**config.mk**
```make
export PLATFORM = sky130hd
export DESIGN_NAME = dwrom_top
export DESIGN_NICKNAME = d
export VERILOG_FILES = /design/src/rtl/dwrom_pkg.sv /design/src/rtl/dwrom_array.sv /design/src/rtl/dwrom_ctrl.sv /design/src/rtl/dwrom_lane.sv /design/src/rtl/dwrom_top.sv
export SDC_FILE = /design/constraint.sdc
export NUM_CORES = 1
export LEC_CHECK = 0
export BUFFER_PORTS_ARGS = -buffer_cell sky130_fd_sc_hd__buf_2
export CORE_ASPECT_RATIO = 2
export CORE_MARGIN = 1
export CORE_UTILIZATION = 40
export DETAILED_ROUTE_END_ITERATION = 16
export GPL_ROUTABILITY_DRIVEN = 0
export PLACE_DENSITY_LB_ADDON = 0.1
export SETUP_SLACK_MARGIN = 0.02
export SYNTH_ARGS = -nofsm -noshare
export SYNTH_HDL_FRONTEND = slang
export SYNTH_SLANG_ARGS = --single-unit
```
**constraint.sdc**
```tcl
create_clock -name clk -period 2.73 [get_ports clk]
set_clock_uncertainty 0.1 [all_clocks]
set_input_delay 0.273 -clock clk [delete_from_list [all_inputs] [get_ports clk]]
set_output_delay 0.273 -clock clk [all_outputs]
set_load 0.005 [all_outputs]
```
**src/rtl/dwrom_pkg.sv**
```systemverilog
package dwrom_pkg;

    localparam int DATA_W = 16;
    localparam int BYTE_W = 8;

    typedef enum logic [1:0] {
        OE_ACT_HIGH = 2'd0,
        OE_ACT_LOW  = 2'd1,
        OE_IGNORED  = 2'd2
    } oe_pol_e;

    typedef enum logic [1:0] {
        ST_FLOAT = 2'd0,
        ST_BYTE  = 2'd1,
        ST_WORD  = 2'd2
    } lane_st_e;

    // Stored word for an index: a multiplicative hash plus a seed.
    function automatic logic [DATA_W-1:0] rom_word(input logic [31:0] idx,
                                                   input logic [DATA_W-1:0] seed);
        logic [31:0] prod;
        prod = idx * 32'h0000_9E37;
        return prod[DATA_W-1:0] + seed;
    endfunction

endpackage

```
**src/rtl/dwrom_array.sv**
```systemverilog
module dwrom_array
    import dwrom_pkg::*;
#(
    parameter int                ADDR_W = 6,
    parameter logic [DATA_W-1:0] SEED   = 16'h3C5A
) (
    input  logic [ADDR_W-1:0] addr_i,
    output logic [DATA_W-1:0] word_o
);
    localparam int DEPTH = 1 << ADDR_W;

    logic [DATA_W-1:0] rom_q [DEPTH];

    // Contents are constants computed at elaboration.
    for (genvar g = 0; g < DEPTH; g++) begin : g_cell
        assign rom_q[g] = rom_word(32'(g), SEED);
    end

    assign word_o = rom_q[addr_i];

endmodule

```
**src/rtl/dwrom_ctrl.sv**
```systemverilog
module dwrom_ctrl
    import dwrom_pkg::*;
#(
    parameter oe_pol_e OE_POL = OE_ACT_LOW
) (
    input  logic              clk,
    input  logic              rst_n,
    input  logic              word_mode_i,
    input  logic              chip_en_n_i,
    input  logic              out_en_i,
    output lane_st_e          st_d_o,
    output logic [DATA_W-1:0] lane_en_o
);
    logic     oe_active;
    lane_st_e st_q;
    lane_st_e st_d;

    // Output-enable polarity variant chosen at build time.
    if (OE_POL == OE_ACT_HIGH) begin : g_oe_high
        assign oe_active = out_en_i;
    end else if (OE_POL == OE_ACT_LOW) begin : g_oe_low
        assign oe_active = ~out_en_i;
    end else begin : g_oe_ignored
        assign oe_active = 1'b1;
    end

    // Next state: FLOAT unless selected; then width by mode.
    always_comb begin
        if (chip_en_n_i || !oe_active) begin
            st_d = ST_FLOAT;
        end else if (word_mode_i) begin
            st_d = ST_WORD;
        end else begin
            st_d = ST_BYTE;
        end
    end

    // State register.
    always_ff @(posedge clk or negedge rst_n) begin
        if (!rst_n) begin
            st_q <= ST_FLOAT;
        end else begin
            st_q <= st_d;
        end
    end

    // Outputs: lane enables per state.
    always_comb begin
        unique case (st_q)
            ST_FLOAT: lane_en_o = '0;
            ST_BYTE:  lane_en_o = {{(DATA_W-BYTE_W){1'b0}}, {BYTE_W{1'b1}}};
            ST_WORD:  lane_en_o = '1;
            default:  lane_en_o = '0;
        endcase
    end

    assign st_d_o = st_d;

    // Shared pad is never enabled outside ST_WORD.
    p_pad_only_word_r5: assert property (@(posedge clk) disable iff (!rst_n)
        (st_q != ST_WORD) |-> !lane_en_o[DATA_W-1]);

endmodule

```
**src/rtl/dwrom_lane.sv**
```systemverilog
module dwrom_lane
    import dwrom_pkg::*;
(
    input  logic              clk,
    input  logic              rst_n,
    input  lane_st_e          st_d_i,
    input  logic [DATA_W-1:0] word_i,
    input  logic              lsb_i,
    output logic [DATA_W-1:0] data_o
);
    logic [BYTE_W-1:0] byte_sel;
    logic [DATA_W-1:0] data_d;
    logic [DATA_W-1:0] data_q;

    assign byte_sel = lsb_i ? word_i[DATA_W-1:BYTE_W] : word_i[BYTE_W-1:0];

    always_comb begin
        unique case (st_d_i)
            ST_WORD:  data_d = word_i;
            ST_BYTE:  data_d = {{(DATA_W-BYTE_W){1'b0}}, byte_sel};
            ST_FLOAT: data_d = '0;
            default:  data_d = '0;
        endcase
    end

    always_ff @(posedge clk or negedge rst_n) begin
        if (!rst_n) begin
            data_q <= '0;
        end else begin
            data_q <= data_d;
        end
    end

    assign data_o = data_q;

endmodule

```
**src/rtl/dwrom_top.sv**
```systemverilog
module dwrom_top
    import dwrom_pkg::*;
#(
    parameter int                ADDR_W = 6,
    parameter logic [DATA_W-1:0] SEED   = 16'h3C5A,
    parameter oe_pol_e           OE_POL = OE_ACT_LOW
) (
    input  logic              clk,
    input  logic              rst_n,
    input  logic              word_mode_i,
    input  logic [ADDR_W-1:0] addr_i,
    input  logic              shared_lsb_i,
    input  logic              chip_en_n_i,
    input  logic              out_en_i,
    output logic [15:0]       data_o,
    output logic [15:0]       data_oe_o
);
    logic [DATA_W-1:0] word_w;
    lane_st_e          st_d_w;

    dwrom_array #(.ADDR_W(ADDR_W), .SEED(SEED)) u_array (
        .addr_i (addr_i),
        .word_o (word_w)
    );

    dwrom_ctrl #(.OE_POL(OE_POL)) u_ctrl (
        .clk         (clk),
        .rst_n       (rst_n),
        .word_mode_i (word_mode_i),
        .chip_en_n_i (chip_en_n_i),
        .out_en_i    (out_en_i),
        .st_d_o      (st_d_w),
        .lane_en_o   (data_oe_o)
    );

    dwrom_lane u_lane (
        .clk    (clk),
        .rst_n  (rst_n),
        .st_d_i (st_d_w),
        .word_i (word_w),
        .lsb_i  (shared_lsb_i),
        .data_o (data_o)
    );

    // Checker-side view of the enable level, from the port and parameter.
    logic chk_oe_on;
    always_comb begin
        case (OE_POL)
            OE_ACT_HIGH: chk_oe_on = out_en_i;
            OE_ACT_LOW:  chk_oe_on = !out_en_i;
            default:     chk_oe_on = 1'b1;
        endcase
    end

    p_ce_floats_r6: assert property (@(posedge clk) disable iff (!rst_n)
        ($past(rst_n) && $past(chip_en_n_i)) |-> (data_oe_o == '0));

    p_byte_upper_quiet_r4: assert property (@(posedge clk) disable iff (!rst_n)
        ($past(rst_n) && $past(!word_mode_i)) |-> (data_oe_o[14:8] == '0));

    p_shared_pad_input_r5: assert property (@(posedge clk) disable iff (!rst_n)
        ($past(rst_n) && $past(!word_mode_i)) |-> !data_oe_o[15]);

    p_word_all_lanes_r2: assert property (@(posedge clk) disable iff (!rst_n)
        ($past(rst_n) && $past(word_mode_i && !chip_en_n_i && chk_oe_on))
        |-> (data_oe_o == 16'hFFFF));

    p_polarity_gate_r7: assert property (@(posedge clk) disable iff (!rst_n)
        ($past(rst_n) && $past(!chk_oe_on)) |-> (data_oe_o == '0));

    p_undriven_zero_r8: assert property (@(posedge clk) disable iff (!rst_n)
        (data_o & ~data_oe_o) == '0);

endmodule

```
# --- Yosys cells after proc, flatten, opt, wreduce, memory -nomap -nowiden ---
# Memories as Yosys holds them, arrays and structs flattened.
# Cells that the tools add are included.
word_totals:
  out_inout_bits: 32
  elab_cells: 17
  reg_bits: 18
  inputBits: 12
  n_memories: 1
  mem_bits_ro: 1024
classes:
  bitwise: 1
  n_reduce_logical: 1
  order_cmp: 1
  eq_ne: 4
  n_mux: 7
mem_list:
  columns: ["name", "words", "width", "rd", "rd_clocked_by_memory_dff", "wr", "line", "text"]
  rows:
  - ["(no name shown)", 64, 16, 1, 0, 0, "dwrom_array.sv:19", "assign word_o = rom_q[addr_i];"]
ops:
  columns: ["cell", "count"]
  rows:
  - ["16-bit one-hot mux with 2 select lines", 2]
  - ["16-bit 2-to-1 mux", 2]
  - ["8-bit 2-to-1 mux", 1]
  - ["7-bit greater-or-equal comparator, second input constant", 1]
  - ["6-bit NOT with 7-bit output", 1]
  - ["2-bit by 1-bit equality test with 1-bit output, second input constant", 2]
  - ["2-bit equality test, second input constant", 2]
  - ["2-bit 2-to-1 mux", 2]
  - ["1-bit logical OR", 1]

# --- Depth between registers and ports, before layout ---
# Gate-level depths: netlist of the first run.
depth:
  ltp_word: 6
  mapped_depth: 10
  ltp_nobuf: 9

# --- Cells and area by module ---
# From an unflattened synthesis of the first run, not the netlist that was laid out.
unflattened:
  cells_unflattened: 257
  area_unflattened_um2: 2123.3
by_module_without_submodules:
  columns: ["mod", "cells_each", "seq_area_each_um2", "instances", "area_each_um2"]
  rows:
  - ["dwrom_array", 178, 0.0, 1, 1163.6]
  - ["dwrom_lane", 58, 400.4, 1, 762.0]
  - ["dwrom_ctrl", 21, 50.0, 1, 197.7]

# --- Worst setup path before layout of the first run ---
# No wires, ideal clock.
synth_path:
  path_kind: "in2reg"
  from: "input addr_i[0]"
  to: "register u_lane.data_q[5], in the netlist u_lane.data_o[5]"
  t_required_ns: 2.504
  n_path_buf: 1
  setup_time_ns: 0.126
  setup_slack_ns: 0.689
  stages: 8
  t_arrival_ns: 1.815
  cell_sequence: "buf_2 > inv_1 > ha_1 > inv_1 > ha_1 > o311ai_1 > a21oi_1 > a221o_1"
synth_between:
  elab_chain_cells: 6
synth_rtl:
  columns: ["item", "line", "text"]
  rows:
  - ["start, declared", "dwrom_top.sv:11", "input logic [ADDR_W-1:0] addr_i,"]
  - ["6-bit NOT with 7-bit output (not written as such) (*)", "dwrom_array.sv:19", null]
  - ["memory read 64 x 16 bit (*)", null, null]
  - ["16-bit 2-to-1 mux (not written as such) (*) (2 in series)", "dwrom_array.sv:19", null]
  - ["8-bit 2-to-1 mux", "dwrom_lane.sv:15", "assign byte_sel = lsb_i ? word_i[DATA_W-1:BYTE_W] : word_i[BYTE_W-1:0];"]
  - ["16-bit one-hot mux with 2 select lines (*)", "dwrom_lane.sv:18", "unique case (st_d_i)"]
  - ["named net u_lane.data_d[5]", "dwrom_lane.sv:12", "logic [DATA_W-1:0] data_d;"]
  - ["end signal, assigned", "dwrom_lane.sv:30", "data_q <= data_d;"]
  - ["end, declared", "dwrom_lane.sv:13", "logic [DATA_W-1:0] data_q;"]
# Mark *: on every way through the listed nets, which the timed path passes. The rest lies on a longest branch. The select of a mux whose other input is x is not followed.

# --- Worst setup path after layout of the first run ---
layout_path:
  from: "input addr_i[0]"
  to: "register u_lane.data_q[2], in the netlist u_lane.data_o[2]"
# The elaborated chain is that of the path after synthesis.

==> summary.md, run 1 <==
| Metric | Value |
|---|---|
| Reg clk slew, reported paths | `0.06 ns` |
| Static Leak | `around 1.0 nW` |
| Hold Path Cell Cnt | `2` |
| HP Class | `input port to flop` |
| Drt pass-1 iters | `4` |
| H-tree levels | `1` |
| Synth unique cells | `between 50 and 60` |
| Boundary Pins | `44` |
| Setup TNS | `0 ns` |
| Mapped Cells | `244` |
| Met2 routed wirelength | `3.12 mm` |
| Nets@finish | `290` |
| Origin of the worst setup path | `addr_i[0]` |
| CTS Buffer Depth | `2` |
| Met1 Wirelength | `2.12 mm` |
| Final Max Tran Viols | `0` |
| Port Buffer Count | `43` |
| Crit path time final | `2.26 ns` |
| Async SR Flop Fraction | `100%` |
| Core ar. | `4640 um^2` |
| Max_cap viols | `0` |
| Highest Clock Rate | `442 MHz` |
| Count leader, synth | `nor2_1` |
| First-pass GRT wire length | `8.88 mm` |
| YS warnings | `0` |
| CTS root buf | `clkbuf_8` |
| Dpl hpwl | `4.39 mm` |
| # diodes | `0` |
| Worst setup EP type | `flop` |
| Die height | `around 100 um` |
| Post-synthesis cell area | `just under 2000 um^2` |
| Residual DRC count | `0` |
| Hold_sp | `word_mode_i` |
| EDFF count, synth | `0` |
| CTS tree | `yes` |
| WL per Instance | `17.9 um` |
| Fin cells | `319` |
| Die Area | `5220 um^2` |
| Slew HR | `between 60% and 70%` |
| Slowest CP cell | `ha_1` |
| Initial Util | `42.3%` |
| Layout cell share with drive strength beyond 1 | `~26%` |
| Critical Path Max Stage Delay | `between 0.5 and 0.6 ns` |
| Row cnt | `35` |
| DR vias/cell | `5.99` |
| Most area-consuming cells after synthesis | `dfrtp_1 23%, ha_1 8.3%, buf_4 6.5%, a21oi_1 4.6%, nor2_1 4.4%` |
| Vias | `1910` |
| Tot GR Track Use | `23.2%` |
| Synth Flop Type | `dfrtp_1` |
| CP Cell Sequence | `buf_2, inv_1, ha_1, nand2_1, a21oi_1, a311oi_1, o31ai_1, o22ai_1` |
| Fraction of the yosys area taken by sequential cells | `a little under a quarter` |
| RSZ-0062 raised after global routing | `no` |
| Critical Path AT | `2.28 ns` |
| Drt total wl | `5.71 mm` |
| Final ANT Viol Nets | `0` |
| CP max FO | `16` |
| Worst Hold End | `u_ctrl.st_q[0]$_DFF_PN0_` |
| Vias in the first global route | `1694` |
| Top sig layer | `met4` |
| Final Hold Fails | `0` |
| Iter 0 DRT Violations | `47` |
| Finish-stage setup viols | `0` |
| Worst setup SP type | `input port` |
| Area leader, netlist | `dfrtp_1` |
| Overflow after GRT | `0` |
| Metal3 WL | `211 um` |
| Post-synth top cells | `23 x nor2_1, 18 x a21oi_1, 18 x dfrtp_1, 17 x buf_4` |
| Die Wd | `51.6 um` |
| Critical path type | `input port to flop` |
| Maximum VDD drop | `0.228 mV` |
| Initial antenna violation count | `0` |
| Num CTS Buffers | `3` |
| Clk sinks | `18` |
| Crit share post-route | `just over 80%` |
| Yosys reg bits | `18` |
| Layout area overhead | `7.26%` |
| Post-synth net total | `269` |
| Pwr dens | `between 300 and 400 nW/um^2` |
| Critical Path RT | `2.75 ns` |
| Outcome | `finished, final reports clean` |
| Synthesized area per cell | `8.06 um^2` |
| Slew @ Worst Pin | `0.524 ns` |
| Area share of the largest cell type after synthesis | `22.9%` |
| Pin count of the biggest net entering global routing | `29` |
| Inst Count DP | `314` |
==> registers in the layout (all words and copies together), names as in the netlist <==
register and cells:
u_lane.data_o 16, u_ctrl.st_q 2
==> metal layers <==
layer  global-route usage [%]  vias to the layer above
met5                        0                        -
met4                     13.5                        0
met3                     1.50                       18
met2                     41.8                       80
met1                     25.6                      895
li1                         -                      917
==> power breakdown <==
group	total [mW]	switching, mW	leakage (nW)	internal (mW)
clock network	0.205	0.0777	0.0288	0.128
logic	0.282	0.177	0.750	0.105
registers	0.282	0.00263	0.244	0.279
==> worst max-delay path: cells and delay by family <==
family | cells | cell delay (ns)
AOI/OAI and AO/OA | 4 | 0.76
adders and majority gates | 1 | 0.54
buffers and inverters | 2 | 0.49
and+or+nand+nor | 1 | 0.22
==> area by class of cell <==
cell class	count	area (um^2)
Inverter	12	45.0
Timing Repair Buffer	52	285
Fill cell	516	2530
Sequential cell	18	450
Tap cell	55	68.8
Multi-Input combinational cell	178	1200
Clock buffer	4	55.1
==> per-stage QoR <==
| step | worst slack (ns) | area [um^2] | hold slack (ns) | util, % | total power, mW |
|---|---|---|---|---|---|
| finish | 0.466 | 2110 | 0.104 | 45.4 | 0.769 |
| global route | 0.325 | 2110 | 0.0947 | 45.4 | 0.814 |
| CTS | 0.448 | 2110 | 0.0954 | 45.4 | 0.774 |
| detailed placement | 0.189 | 2040 | 0.114 | 44.0 | 0.565 |
| global placement | 0.180 | 2040 | 0.113 | 44.0 | 0.567 |
| floorplan | 0.689 | 1970 | -0.123 | - | 0.498 |
==> cell families (layout without fill, tap and decap cells) <==
group / after synthesis / count (layout) / share of synthesized area [%]
and+or+nand+nor: 73 / 73 / 18.7
DFF: 18 / 18 / 22.9
muxes: 6 / 6 / 3.06
xor gates and xnor gates: 3 / 3 / 1.72
AOI/OAI and AO/OA: 83 / 83 / 29.5
buffers and inverters: 48 / 68 / 15.8
adders and majority gates: 13 / 13 / 8.28
==> what timing repair did <==
action | CTS | global route
resized for setup | 0 | 0
endpoints found under the setup margin | 0 | 0
hold buffers | 1 | 0
buffers inserted | 0 | 0
endpoints found under the hold margin | 18 | 0
==> worst max path at each step <==
stage                                             to  slack, ns  depth (start not counted)
after floorplan           u_lane.data_o[5]$_DFF_PN0_       0.69                          8
final                     u_lane.data_o[2]$_DFF_PN0_       0.47                          8
after CTS                 u_lane.data_o[2]$_DFF_PN0_       0.45                          8
after detailed placement  u_lane.data_o[2]$_DFF_PN0_       0.19                          8
after global placement    u_lane.data_o[2]$_DFF_PN0_       0.18                          8
after global routing      u_lane.data_o[2]$_DFF_PN0_       0.33                          8
==> cells in the final DEF, fill, tap and decap left out, types with 9 or more instances in the layout <==
cell type,n
o21ai_0,15
nand2b_1,10
dfrtp_1,18
nand2_1,15
inv_1,9
nor2_1,23
buf_2,43
ha_1,13
a21oi_1,18
(Power assumes the default switching activity.)
==> inputs of run 2 (changes only) <==
==> constraint.sdc (replaced) <==
create_clock -name clk -period 2.4 [get_ports clk]
set_clock_uncertainty 0.1 [all_clocks]
set_input_delay 0.24 -clock clk [delete_from_list [all_inputs] [get_ports clk]]
set_output_delay 0.24 -clock clk [all_outputs]
set_load 0.005 [all_outputs]
==> run 2 against run 1 <==
Clock power down 4%. Count of clock-buffer cells in the layout down 1. Worst setup slack better by 0.12 ns. Sequential power up 14%. Core utilization up 0.84 points. Global-route usage down 0.39 points. Routed wire length down 4.4%. Sequential share of layout area down 0.39 points. Largest power group is now combinational cells.
==> summary.md, run 2 (same netlist as run 1, synthesis figures left out) <==
| Metric | Value |
|---|---|
| Outcome | `finished, final reports clean` |
| Core ar. | `4640 um^2 (unchanged)` |
| CP Cell Sequence | `buf_2, inv_1, ha_1, inv_1, ha_1, o21ai_1, o221ai_1, o311ai_1, buf_4, o22ai_1` |
| Switching power | `0.288 mW (+12%)` |
| CP Capture Point | `u_lane.data_o[3]$_DFF_PN0_` |
| CTS Buffer Depth | `2 (unchanged)` |
| M3 GR Usage | `1.05% (-0.45 points)` |
| Nets@finish | `297 (+2.4%)` |
| Row cnt | `35 (unchanged)` |
| Slowest CP cell | `ha_1` |
| Critical Path RT | `2.46 ns (-0.29 ns)` |
| Clk sinks | `18 (unchanged)` |
| Die Area | `5220 um^2 (unchanged)` |
| RSZ-0062 raised after global routing | `no` |
| Pwr dens | `394 nW/um^2 (+8.1%)` |
| Iter 0 DRT Violations | `54 (+15%)` |
| Crit share post-route | `75.7%` |
| Layout area overhead | `9.23%` |
| Worst setup EP type | `flop` |
| Layout cell share with drive strength beyond 1 | `27.4% (+1.6 points)` |
| Initial Util | `42.3% (unchanged)` |
| Final Max Tran Viols | `0 (unchanged)` |
| Setup TNS | `0 ns (unchanged)` |
| Drt pass-1 iters | `4 (unchanged)` |
| Tot GR Track Use | `22.8% (-0.39 points)` |
| Seq pwr share | `37.9% (+1.2 points)` |
| H-tree levels | `1 (unchanged)` |
| Die Wd | `51.6 um (unchanged)` |
| Overflow after GRT | `0 (unchanged)` |
| Gate power share | `38.8% (+2.2 points)` |
| Initial antenna violation count | `0 (unchanged)` |
| Max_cap viols | `0 (unchanged)` |
| Highest Clock Rate | `550 MHz` |
| Critical path type | `input port to flop` |
| Worst setup SP type | `input port` |
| Die height | `101 um (unchanged)` |
| Final Hold Fails | `0 (unchanged)` |
| Crit path time final | `1.82 ns` |
| Critical Path Max Stage Delay | `0.31 ns (-0.23 ns)` |
| Reg clk slew, reported paths | `0.06 ns (about the same)` |
| Final ANT Viol Nets | `0 (unchanged)` |
| Max reg flops | `16 (unchanged)` |
| Commonest non-fill, non-tap cell in the layout | `buf_2` |
| Pin count of the biggest net entering global routing | `26 (-10%)` |
| Finish-stage setup viols | `0 (unchanged)` |
| Boundary Pins | `44 (unchanged)` |
| Met1 Resource Use GR | `23.9% (-1.7 points)` |
| DR vias/cell | `5.90 (-1.4%)` |
| Dpl hpwl | `4.25 mm (-3.3%)` |
| Num CTS Buffers | `3 (unchanged)` |
| Slew HR | `70.7% (+6.2 points)` |
| Most frequent cells in the layout | `43 x buf_2, 23 x nor2_1, 18 x a21oi_1, 18 x dfrtp_1` |
| WL per Instance | `16.8 um (-6.1%)` |
| Filler cell count | `518 (+0.39%)` |
| Slew @ Worst Pin | `0.439 ns (-0.0850 ns)` |
| Most Used Layer, Global Route | `met2` |
| Port Buffer Count | `43 (unchanged)` |
| Vias in the first global route | `1853 (+9.4%)` |
| Fin cells | `325 (+1.9%)` |
| First-pass GRT wire length | `8.96 mm (+0.93%)` |
| Sw Share | `34.0% (+0.58 points)` |
| Origin of the worst setup path | `addr_i[0]` |
| Maximum VDD drop | `0.287 mV (+26%)` |
| Met2 GRT Util | `42.1% (+0.30 points)` |
| HP Class | `input port to flop` |
| Internal | `0.559 mW (+9.1%)` |
| Inst Count DP | `321 (+2.2%)` |
| Drt total wl | `5.46 mm (-4.4%)` |
| CP max FO | `6 (-10)` |
| Critical Path AT | `1.88 ns (-0.40 ns)` |
| CTS root buf | `clkbuf_8` |
| Static Leak | `1.05 nW (+2.6%)` |
| Clock power frac | `23.3% (-3.4 points)` |
| CTS tree | `yes` |
| Vias | `1919 (+0.47%)` |
| # diodes | `0 (unchanged)` |
| Residual DRC count | `0 (unchanged)` |
| Hold Path Cell Cnt | `2 (unchanged)` |
-- run 2: cell types whose count changed in the layout (fill, tap and decap cells not counted), sizes merged --
cell / before / now
buf: 51 / 58
clkbuf: 4 / 3
-- run 2: layer usage --
layer / vias to the layer above / routed length (um)
li1: 924 / -
met1: 901 / 2020
met2: 78 / 2940
met3: 16 / 224
met4: 0 / 278
met5: - / 0
-- run 2: critical path, delay by kind of cell --
kind / cells / cell delay (ns)
AOI/OAI and AO/OA: 4 / 0.52
buffers and inverters: 4 / 0.53
adders and majority gates: 2 / 0.59
-- run 2: power groups by stage --
stage / sequential, mW / clock [mW] / combinational, mW
after floorplan: 0.329 / 0 / 0.237
final: 0.321 / 0.197 / 0.329
after global routing: 0.322 / 0.217 / 0.364
after detailed placement: 0.327 / 0 / 0.325
after global placement: 0.326 / 0 / 0.327
after CTS: 0.321 / 0.204 / 0.328
-- run 2: how the worst min path moves through the flow --
stage	startpoint	end	slack, ns
2_1_floorplan	rst_n	u_ctrl.st_q[0]$_DFF_PN0_	-0.16
3_3_place_gp	rst_n	u_lane.data_o[11]$_DFF_PN0_	0.08
3_5_place_dp	rst_n	u_lane.data_o[6]$_DFF_PN0_	0.08
4_1_cts	word_mode_i	u_ctrl.st_q[0]$_DFF_PN0_	0.07
5_1_grt	word_mode_i	u_ctrl.st_q[0]$_DFF_PN0_	0.08
6_report	word_mode_i	u_ctrl.st_q[0]$_DFF_PN0_	0.08
-- run 2: metrics by stage --
stage / worst slack, ns / power (mW) / util [%] / area [um^2] / hold WS (ns)
3_5_place_dp: 0.345 / 0.652 / 45.1 / 2100 / 0.0811
3_3_place_gp: 0.397 / 0.653 / 45.1 / 2100 / 0.0793
2_1_floorplan: 0.392 / 0.566 / - / 1970 / -0.156
5_1_grt: 0.459 / 0.903 / 46.3 / 2150 / 0.0773
6_report: 0.583 / 0.847 / 46.3 / 2150 / 0.0781
4_1_cts: 0.594 / 0.853 / 46.3 / 2150 / 0.0686
-- run 2: layout make-up --
type                            count  area, um^2  area share, %
Sequential cell                    18         450           21.0
Tap cell                           55        68.8           3.21
Clock buffer                        3        41.3           1.92
Timing Repair Buffer               59         338           15.7
Multi-Input combinational cell    178        1200           56.1
Inverter                           12        45.0           2.10
-- run 2: what timing repair did --
action / CTS / global route
buffers inserted: 0 / 0
gates resized for setup: 0 / 0
endpoints found under the hold margin: 18 / 0
hold buffers: 1 / 0
==> inputs of run 3 (changes only) <==
==> constraint.sdc (replaced) <==
create_clock -name clk -period 1.7 [get_ports clk]
set_clock_uncertainty 0.1 [all_clocks]
set_input_delay 0.17 -clock clk [delete_from_list [all_inputs] [get_ports clk]]
set_output_delay 0.17 -clock clk [all_outputs]
set_load 0.005 [all_outputs]
==> run 3 against run 2 <==
Final area is 14% higher. Worst setup slack worse by 0.42 ns. Hold slack better by 0.11 ns. Critical path depth stayed put. Die area stayed put.
==> summary.md, run 3 (same netlist as run 1, synthesis figures left out) <==
| Metric | Value |
|---|---|
| # diodes | `0 (unchanged)` |
| CP bufs+invs | `3 (-1)` |
| Setup TNS | `0 ns (unchanged)` |
| Critical path type | `input port to flop` |
| Finish-stage setup viols | `0 (unchanged)` |
| Commonest non-fill, non-tap cell in the layout | `buf_2` |
| Die Wd | `51.6 um (unchanged)` |
| Cell count along the critical path | `10 (unchanged)` |
| Crit path time final | `1.54 ns` |
| Pwr Total | `1.33 mW (+57%)` |
| Critical Path AT | `1.55 ns (-0.33 ns)` |
| Residual DRC count | `0 (unchanged)` |
| DR vias/cell | `5.67 (-3.9%)` |
| Die Area | `5220 um^2 (unchanged)` |
| Critical Path RT | `1.71 ns (-0.75 ns)` |
| Num CTS Buffers | `3 (unchanged)` |
| Hold_sp | `chip_en_n_i` |
| Drt pass-1 iters | `6 (+2)` |
| CP Cell Sequence | `buf_2, inv_4, ha_4, inv_2, ha_1, nand2b_1, a21oi_1, a311oi_2, a2bb2oi_2, o22ai_1` |
| Core ar. | `4640 um^2 (unchanged)` |
| Drt total wl | `5.76 mm (+5.6%)` |
| Slew HR | `74.9% (+4.2 points)` |
| WL per Instance | `16.1 um (-3.9%)` |
| Final Max Tran Viols | `0 (unchanged)` |
| HP Class | `input port to flop` |
| CTS tree | `yes` |
| Clock power frac | `25.2% (+1.9 points)` |
| Iter 0 DRT Violations | `43 (-20%)` |
| Slowest CP cell | `a311oi_2` |
| Sw Share | `32.5% (-1.5 points)` |
| Highest Clock Rate | `approximately 650 MHz` |
| Overflow after GRT | `0 (unchanged)` |
| Final Hold Fails | `0 (unchanged)` |
| Seq pwr share | `34.0% (-3.9 points)` |
| Row cnt | `35 (unchanged)` |
| Fin cells | `357 (+9.8%)` |
| Slack of the critical path | `0.160 ns (-0.423 ns)` |
| Boundary Pins | `44 (unchanged)` |
| Worst setup EP type | `flop` |
| Worst setup SP type | `input port` |
| CP max FO | `5 (-1)` |
| Max_cap viols | `0 (unchanged)` |
| CTS root buf | `clkbuf_8` |
| Maximum VDD drop | `0.451 mV (+57%)` |
| Most frequent cells in the layout | `43 x buf_2, 42 x buf_4, 23 x nor2_1, 18 x a21oi_1, 18 x dfrtp_1` |
| Vias in the first global route | `1952 (+5.3%)` |
| Vias | `2025 (+5.5%)` |
| Slew @ Worst Pin | `0.376 ns (-0.0629 ns)` |
| RSZ-0062 raised after global routing | `no` |
| Critical Path Max Stage Delay | `0.29 ns (-0.02 ns)` |
| Static Leak | `1.21 nW (+16%)` |
| Crit share post-route | `about nine tenths` |
| First-pass GRT wire length | `9.27 mm (+3.5%)` |
| Tot GR Track Use | `23.7% (+0.96 points)` |
| Pre-CTS setup slack | `-0.0922 ns (-0.437 ns)` |
| Internal | `0.899 mW (+61%)` |
| Outcome | `finished, final reports clean` |
| Switching power | `0.432 mW (+50%)` |
| Layout area overhead | `24.3%` |
| Port Buffer Count | `43 (unchanged)` |
| Clk sinks | `18 (unchanged)` |
| Max reg flops | `16 (unchanged)` |
| Final ANT Viol Nets | `0 (unchanged)` |
| Layout cell share with drive strength beyond 1 | `35.8% (+8.4 points)` |
| H-tree levels | `1 (unchanged)` |
| Pin count of the biggest net entering global routing | `25 (-3.8%)` |
| Hold WS | `0.187 ns (+0.109 ns)` |
| Initial antenna violation count | `0 (unchanged)` |
| Initial Util | `42.3% (unchanged)` |
| Nets@finish | `328 (+10%)` |
| Crit path max-delay family | `compound AO/OA/AOI/OAI gates` |
| Inst Count DP | `350 (+9.0%)` |
| CTS Buffer Depth | `2 (unchanged)` |
| Reg clk slew, reported paths | `0.06 ns (about the same)` |
| Dpl hpwl | `4.71 mm (+11%)` |
| Die height | `101 um (unchanged)` |
| Setup bufs post-CTS | `0 (unchanged)` |
| Worst Hold End | `u_lane.data_o[7]$_DFF_PN0_` |
| Pwr dens | `545 nW/um^2 (+38%)` |
| Gate power share | `40.8% (+2.0 points)` |
| Hold Path Cell Cnt | `4 (+2)` |
-- run 3: changes by cell type in the layout (fill, tap and decap cells not counted), moves of 2 or more --
| cell | delta |
|---|---|
| inv_1 | -3 |
| dlygate4sd3_1 | +2 |
| inv_4 | +2 |
| buf_12 | +2 |
| buf_4 | +27 |
-- run 3: final cells by class --
class | instances | area (um^2)
fill | 479 | 2200
multi-input combinational | 178 | 1220
timing repair buffer | 90 | 601
sequential | 18 | 450
tap | 55 | 68.8
clock buffer | 4 | 55.1
inverter | 12 | 50.0
-- run 3: worst max path at each step --
stage / start / to / slack [ns]
after floorplan: addr_i[0] / u_lane.data_o[5]$_DFF_PN0_ / 0.03
after global placement: addr_i[1] / u_lane.data_o[0]$_DFF_PN0_ / -0.17
after detailed placement: addr_i[0] / u_lane.data_o[0]$_DFF_PN0_ / -0.09
after CTS: addr_i[0] / u_lane.data_o[0]$_DFF_PN0_ / 0.16
after global routing: addr_i[0] / u_lane.data_o[7]$_DFF_PN0_ / 0.04
final: addr_i[0] / u_lane.data_o[0]$_DFF_PN0_ / 0.16
-- run 3: power by group through the flow --
stage	sequential, mW	combinational, mW	clock, mW
after floorplan	0.465	0.342	0
after CTS	0.453	0.542	0.347
after global routing	0.454	0.597	0.361
after global placement	0.461	0.534	0
final	0.452	0.544	0.335
after detailed placement	0.461	0.536	0
-- run 3: through the flow --
| stage | utilization, % | cell area, um^2 |
|---|---|---|
| floorplan | - | 1990 |
| CTS | 52.6 | 2440 |
| global placement | 50.8 | 2360 |
| global route | 52.6 | 2440 |
| finish | 52.6 | 2440 |
| detailed placement | 50.8 | 2360 |
-- run 3: routing by layer --
layer / wire length (um) / up-vias / global-route usage, %
met4: 295 / 0 / 16.0
met1: 2010 / 928 / 23.1
met3: 267 / 17 / 1.95
met2: 3180 / 89 / 44.9
met5: 0 / - / 0
li1: - / 991 / -
-- run 3: timing repair --
item | 4_1_cts | 5_1_grt
gates resized for setup | 0 | 1
hold buffers | 3 | 0
endpoints found under the setup margin | 0 | 1
hold endpoints to repair | 19 | 0
